File: config.mk
export PLATFORM = sky130hd
export DESIGN_NAME = pll_lock_qualifier
export DESIGN_NICKNAME = d
export VERILOG_FILES = /design/src/rtl/plq_pkg.sv /design/src/rtl/plq_width_meter.sv /design/src/rtl/plq_band_sorter.sv /design/src/rtl/plq_lock_fsm.sv /design/src/rtl/pll_lock_qualifier.sv
export SDC_FILE = /design/constraint.sdc
export NUM_CORES = 1
export LEC_CHECK = 0
export BUFFER_PORTS_ARGS = -buffer_cell sky130_fd_sc_hd__buf_2
export CORE_AREA = 5 5 42 44
export DETAILED_ROUTE_END_ITERATION = 12
export DIE_AREA = 0 0 47 49
export HOLD_SLACK_MARGIN = 0.02
export PLACE_DENSITY_LB_ADDON = 0.15
export SLEW_MARGIN = 40
export SYNTH_ARGS = -nofsm -noshare
export SYNTH_HDL_FRONTEND = slang
export SYNTH_SLANG_ARGS = --single-unit
File: constraint.sdc
create_clock -name clk -period 2.4 [get_ports clk]
set_clock_uncertainty 0.2 [all_clocks]
set_input_delay 0.48 -clock clk [delete_from_list [all_inputs] [get_ports clk]]
set_output_delay 0.48 -clock clk [all_outputs]
set_load 0.05 [all_outputs]
File: src/rtl/plq_pkg.sv
package plq_pkg;
  typedef enum logic [1:0] {
    BAND_MID   = 2'd0,
    BAND_SMALL = 2'd1,
    BAND_LARGE = 2'd2
  } band_e;
endpackage

File: src/rtl/plq_width_meter.sv
module plq_width_meter #(
  parameter int CNT_W = 5
) (
  input  logic             clk,
  input  logic             rst,
  input  logic             up_pulse,
  input  logic             dn_pulse,
  input  logic             cmp_strobe,
  output logic [CNT_W-1:0] meas_width,
  output logic [CNT_W-1:0] acc_o
);
  localparam logic [CNT_W-1:0] SAT = {CNT_W{1'b1}};

  logic [CNT_W-1:0] acc_q;
  logic             active;

  assign active = up_pulse | dn_pulse;

  // width including the current cycle, held at the ceiling
  always_comb begin
    if (active && acc_q != SAT) meas_width = acc_q + 1'b1;
    else                        meas_width = acc_q;
  end

  always_ff @(posedge clk) begin
    if (rst)             acc_q <= '0;
    else if (cmp_strobe) acc_q <= '0;
    else                 acc_q <= meas_width;
  end

  assign acc_o = acc_q;
endmodule

File: src/rtl/plq_band_sorter.sv
module plq_band_sorter
  import plq_pkg::*;
#(
  parameter int CNT_W     = 5,
  parameter int UNLOCK_TH = 9,
  parameter int LOCK_TH   = 8
) (
  input  logic [CNT_W-1:0] width,
  output band_e            band
);
  localparam logic [CNT_W-1:0] HI_LIM = UNLOCK_TH[CNT_W-1:0];
  localparam logic [CNT_W-1:0] LO_LIM = LOCK_TH[CNT_W-1:0];

  always_comb begin
    if (width >= HI_LIM)      band = BAND_LARGE;
    else if (width <= LO_LIM) band = BAND_SMALL;
    else                      band = BAND_MID;
  end
endmodule

File: src/rtl/plq_lock_fsm.sv
module plq_lock_fsm
  import plq_pkg::*;
#(
  parameter int GOOD_RUN = 3
) (
  input  logic  clk,
  input  logic  rst,
  input  logic  cmp_strobe,
  input  band_e band,
  output logic  lock_out
);
  localparam int RUN_W = $clog2(GOOD_RUN + 1);
  localparam logic [RUN_W-1:0] RUN_LAST = RUN_W'(GOOD_RUN - 1);
  localparam logic [RUN_W-1:0] RUN_FULL = RUN_W'(GOOD_RUN);

  logic [RUN_W-1:0] run_q;
  logic             lock_q;

  always_ff @(posedge clk) begin
    if (rst) begin
      run_q  <= '0;
      lock_q <= 1'b0;
    end else if (cmp_strobe) begin
      unique case (band)
        BAND_LARGE: begin
          run_q  <= '0;
          lock_q <= 1'b0;
        end
        BAND_SMALL: begin
          if (run_q >= RUN_LAST) begin
            run_q  <= RUN_FULL;
            lock_q <= 1'b1;
          end else begin
            run_q  <= run_q + 1'b1;
          end
        end
        default: run_q <= '0;
      endcase
    end
  end

  assign lock_out = lock_q;
endmodule

File: src/rtl/pll_lock_qualifier.sv
module pll_lock_qualifier
  import plq_pkg::*;
#(
  parameter int CNT_W     = 5,
  parameter int UNLOCK_TH = 9,
  parameter int LOCK_TH   = 8,
  parameter int GOOD_RUN  = 3
) (
  input  logic clk,
  input  logic rst,
  input  logic up_pulse,
  input  logic dn_pulse,
  input  logic cmp_strobe,
  output logic lock_out
);
  logic [CNT_W-1:0] meas_width;
  logic [CNT_W-1:0] acc_val;
  band_e            band;

  plq_width_meter #(.CNT_W(CNT_W)) u_meter (
    .clk(clk), .rst(rst), .up_pulse(up_pulse), .dn_pulse(dn_pulse),
    .cmp_strobe(cmp_strobe), .meas_width(meas_width), .acc_o(acc_val)
  );

  plq_band_sorter #(.CNT_W(CNT_W), .UNLOCK_TH(UNLOCK_TH), .LOCK_TH(LOCK_TH)) u_sort (
    .width(meas_width), .band(band)
  );

  plq_lock_fsm #(.GOOD_RUN(GOOD_RUN)) u_fsm (
    .clk(clk), .rst(rst), .cmp_strobe(cmp_strobe), .band(band), .lock_out(lock_out)
  );
endmodule

**Word level (Yosys, flattened, before mapping)**

Index checks and enable logic that the tools add are counted.

- Output and inout port bits: 1
- Logic and storage cells: 24
- Input port bits: 5
- Register bits: 8

- Bitwise gates (word level): 1
- Equal/unequal tests: 4
- Add/subtract/negate cells: 2
- Reductions and logical operators: 4
- Mux-type cells: 7
- $lt $le $gt $ge: 3

Operator list:

| operator | count |
|---|---|
| $mux 2 | 3 |
| $add 5x1->5 const B | 1 |
| $ge 5x4->1 const B | 1 |
| $le 5x4->1 const B | 1 |
| $mux 5 | 1 |
| $ne 5x5->1 const B | 1 |
| $reduce_and 3->1 | 1 |
| $add 2x1->2 const B | 1 |
| $eq 2x1->1 const B | 1 |
| $eq 2x2->1 const B | 1 |
| $ge 2x2->1 const B | 1 |
| $mux 1 | 2 |
| $ne 2x1->1 const B | 1 |
| $pmux 1 s2 | 1 |
| $reduce_bool 2->1 | 1 |
| $reduce_or 2->1 | 1 |
| $logic_and 1x1->1 | 1 |
| $or 1x1->1 | 1 |

**Depth between registers and ports, before layout**

- Depth in word-level cells: 9
- Depth in mapped cells: 7
- Depth with buffers taken out: 7

**By module**

Synthesis repeated with hierarchy kept, for this count alone.

- Cells, all modules: 46
- Area, all modules: 436.7 um^2

By module, submodules not included:

| module | sequential area each (um^2) | area each (um^2) | times used | cells each |
|---|---|---|---|---|
| plq_width_meter | 100.1 | 267.8 | 1 | 28 |
| plq_lock_fsm | 60.1 | 142.6 | 1 | 14 |
| plq_band_sorter | 0.0 | 26.3 | 1 | 4 |

**Least setup slack after synthesis**

No wires, ideal clock.

- Path kind: register to register
- Start: register u_meter.acc_q[0] (netlist: u_meter.acc_o[0])
- End: register u_fsm.run_q[0]
- Stages on the path, launching flop included: 8
- Arrival time: 1.706 ns
- Setup time: 0.131 ns
- Clock period less this slack: 2.037 ns
- Data required time: 2.069 ns
- Slack: 0.363 ns
- Buffers on the path: 0
- Path through: dfxtp_1 > ha_1 > and3_1 > ha_1 > o21bai_4 > or3_4 > a32oi_2 > o32ai_1

- Cells in the longest elaborated chain, start to end: 8
- Elaborated cells on any way between the ends: 10
- Classes of those cells: 1 x add/sub; 2 x order compare; 2 x eq/ne; 4 x mux; 1 x reduce/logical

Ends and longest elaborated chain:

| what | line | text |
|---|---|---|
| from (decl) | plq_width_meter.sv:14 | `logic [CNT_W-1:0] acc_q;` |
| from (signal assigned) | plq_width_meter.sv:28 | `else acc_q <= meas_width;` |
| parallel branches: the longest is 2 deep, another holds $add 5x1->5 | - |  |
| $mux 5 (*) | plq_width_meter.sv:21 | `if (active && acc_q != SAT) meas_width = acc_q + 1'b1;` |
| $le 5x4->1 | plq_band_sorter.sv:16 | `else if (width <= LO_LIM) band = BAND_SMALL;` |
| $mux 1 | plq_band_sorter.sv:16 |  |
| $mux 2 (*) | plq_band_sorter.sv:15 | `if (width >= HI_LIM) band = BAND_LARGE;` |
| $eq 2x1->1 (*) | plq_lock_fsm.sv:24 | `unique case (band)` |
| $mux 2 (*) | plq_lock_fsm.sv:24 |  |
| to (signal assigned) | plq_lock_fsm.sv:34 | `run_q <= run_q + 1'b1;` |
| to (decl) | plq_lock_fsm.sv:16 | `logic [RUN_W-1:0] run_q;` |

Every way passes the cells marked *.
A chain may end at the register's enable or synchronous reset.

**Worst setup path in the final report**

Ends and elaborated chain as after synthesis.

==> results.md <==
- Cell area after synthesis: 439.2 sq um
- Cell at the root of the clock tree: clkbuf_4
- Worst endpoint data arrival time: 2.09 ns
- Worst R2R Setup Slack: 0.25 ns
- Drt first pass iters: 4
- Full die area: 2303 sq um
- Category of the worst setup path capture point: register
- Setup violation total in the final timing report: 0
- Post-CTS setup buffer count: 0
- Vertical extent of the die: 49 um
- Area used by multi-input combinational logic: 244.0 sq um
- Depth of the CTS H-tree: 1
- Peak ir drop on the vdd network: 287.7 uV
- Clock insertion delay at the later pin of the skew report: 0.25 ns
- Sum Neg Setup Slack: 0 ns
- Startpoint of the most critical setup path: u_meter.acc_o[0]
- Fraction of synthesis flops using an asynchronous set or reset pin: 0
- Final weighted congestion in routability-driven placement: 0.6765
- Commonest cells in the netlist: 8 x dfxtp_1, 4 x a21oi_1, 4 x inv_1, 4 x o21ai_0
- Post-Synthesis Net Count: 52
- Largest net degree at the start of global routing: 13
- Number of stages on the worst setup path: 7
- Worst setup path endpoint: u_fsm.run_q[0]
- CTS Hold Bufs: 0
- Global-route wire length before repair: 1.317 mm
- Max stage delay cell, worst path: or3_4
- Post-Syn Instances: 45
- Fraction of layout cells with a size suffix above 1: 0.2549
- Cell mode on critical path: ha_1
- Tightest Pin Transition: 0.3214 ns
- Max Slew Vio Count: 0
- Sinks on the clock net: 8
- Register-to-Register Path Depth: 7
- Count of non-filler cells in the finished layout: 67
- Sequential-to-total area share from yosys stat: 0.3647
- Fillers: 154
- Number of antenna cells inserted: 0
- Final global-route overflow total: 0
- DRC violations left: 0
- # placed instances: 64
- Post-CTS resize count: 0
- Worst slew margin relative to its limit: 0.7796
- Origin of the critical flop-to-flop path: u_meter.acc_o[0]
- Number of DRC markers in iteration 0: 1
- CTS max path bufs: 2
- Avg Vias per Cell: 4.896
- FF+latch count, synth: 8
- Critical path data required time: 2.33 ns
- Fin. Hold Viols: 0
- Post-route standard cell area excluding fillers: 486.7 sq um
- Timing-limited maximum frequency: 0.4642 GHz
- PwrDens: 566.7 nW/um^2
- Crit path largest cell delay: 0.39 ns
- Detailed-route wire length per cell: 11.00 um
- Minimum clock period: 2.154 ns
- Number of enable flip-flop cells after synthesis: 0
- Count of buffers from port buffering: 5
- Hold/Removal Path Class: register to register
- Standard-cell row count: 14
- Area fraction of the dominant cell type after synthesis: 0.3647
- Routed wire length: 737 um
- Number of nets in the layout: 60
- Sequential standard cell area: 160.2 sq um
- Leading area contributor after synthesis: dfxtp_1
- IO Pins: 6
- Fin crit share: 0.8976
- Leakage power summed over all cells: 0.2035 nW
- Outcome: complete, no violations
- Hold_ws: 0.3068 ns
- TritonCTS clock tree: done
- Buf+Inv Stages, Crit Path: 0
- Number of warnings issued by yosys: 0
- Layout overhead on the synthesized area: 10.83%
- Number of antenna-violating nets in the routed design: 0
- Total placed instance area: 464.2 sq um
- Kind of critical path: register to register
- RSZ-0062 raised after global routing: false
- FF-to-FF End: u_fsm.run_q[0]
- Number of distinct library cells after synthesis: 21
- Cell breakdown of the critical path: ha_1 > and3_1 > ha_1 > o21bai_4 > or3_4 > a32oi_2 > o32ai_1
- Overall fraction of global-route tracks in use: 0.08257
- Biggest fanout along the worst timing path: 8
- Initial antenna violation count: 0
- Width of the die: 47 um
- Gate family responsible for the most delay along the worst path: compound AO/OA/AOI/OAI gates
- Worst setup SP type: register
- Register clock-pin slew on the reported worst setup and hold paths: 0.06 ns
- CTS buffer count: 3
- Via count: 328
- Effective utilization at floorplan: 0.3134
- Avg Inst Size Synth: 9.759 sq um
- Vias in the first global route: 342
- HPWL after detailed placement: 569.7 um
- Cell types with the largest area share after synthesis: dfxtp_1 36%, ha_1 5.7%, or3_4 5.1%
- Number of maximum-capacitance constraint violations: 0
- Most frequently used cell type in the post-synthesis netlist: dfxtp_1
- Most common flop cell mapped by yosys: dfxtp_1
- Core region area: 1401 sq um
final cells by class:
class / instances / area share
Tap cell: 16 / 0.04113
Clock buffer: 3 / 0.04627
Inverter: 4 / 0.03085
Sequential cell: 8 / 0.3290
Multi-Input combinational cell: 31 / 0.5013
Timing Repair Buffer: 5 / 0.05141
routing by layer:
metal,GRT usage,wire length [um],vias to the layer above
met5,0,0,-
met4,0.06912,5,0
met3,0.03321,28,2
met2,0.1131,363,5
met1,0.09513,339,144
li1,-,-,177
registers in the layout, summed over array words and instances, names as in the netlist:
signal	flops
u_fsm.run_q	2
u_meter.acc_o	5
u_fsm.lock_out	1
worst register-to-register path, delay by kind of cell, from the launching register on:
kind                       cells  cell delay, ns
AOI/OAI and AO/OA              3            0.55
adders and majority gates      2            0.40
and+or+nand+nor                2            0.54
DFF                            1            0.34
kinds of logic (layout without fill, tap and decap cells):
| logic type | after synthesis | after routing | synth area share |
|---|---|---|---|
| simple gates | 11 | 11 | 0.1538 |
| flops | 8 | 8 | 0.3647 |
| compound gates | 14 | 14 | 0.2450 |
| buf+inv | 6 | 12 | 0.07976 |
| fa+ha+maj | 2 | 2 | 0.05697 |
| xor+xnor | 1 | 1 | 0.01995 |
| mux | 3 | 3 | 0.07976 |
how the worst min path moves through the flow:
stage	start	endpoint	slack [ns]	cells after the start
after detailed placement	u_fsm.run_q[0]	u_fsm.run_q[0]	0.30	2
after CTS	u_fsm.run_q[0]	u_fsm.run_q[0]	0.31	2
after global placement	u_fsm.run_q[0]	u_fsm.run_q[0]	0.30	2
final	u_fsm.run_q[0]	u_fsm.run_q[0]	0.31	2
after global routing	rst	u_meter.acc_o[3]	0.32	2
after floorplan	u_fsm.run_q[0]	u_fsm.run_q[0]	0.27	2
cell usage in the layout (no fill, tap or decap):
cell type  Yosys  final
o2111ai_1      1      1
or3_4          2      2
o32ai_1        1      1
a32oi_2        1      1
nor3_1         3      3
o21bai_4       1      1
mux2_4         1      1
nand3_1        1      1
o21ai_0        4      4
dfxtp_1        8      8
mux2i_1        2      2
inv_1          4      4
xor2_1         1      1
nor2_1         3      3
and2b_1        1      1
and3_1         1      1
ha_1           2      2
a21oi_1        4      4
a211oi_1       2      2
clkbuf_4       0      3
buf_2          0      5
stage by stage:
step | power [mW] | util | worst slack, ns
4_1_cts | 0.2827 | 0.3473 | 0.2439
2_1_floorplan | 0.1706 | - | 0.3632
3_3_place_gp | 0.1778 | 0.3313 | 0.2317
3_5_place_dp | 0.1776 | 0.3313 | 0.2428
5_1_grt | 0.2935 | 0.3473 | 0.1118
6_report | 0.2758 | 0.3473 | 0.2456
report_power, final:
part           internal, mW  leakage [nW]  total, mW  switching [mW]
clock network        0.0571        0.0138      0.101          0.0441
registers             0.138        0.0652      0.142         0.00395
logic                0.0142         0.125     0.0326          0.0184
Note: power is estimated with default switching activity, not from simulation.
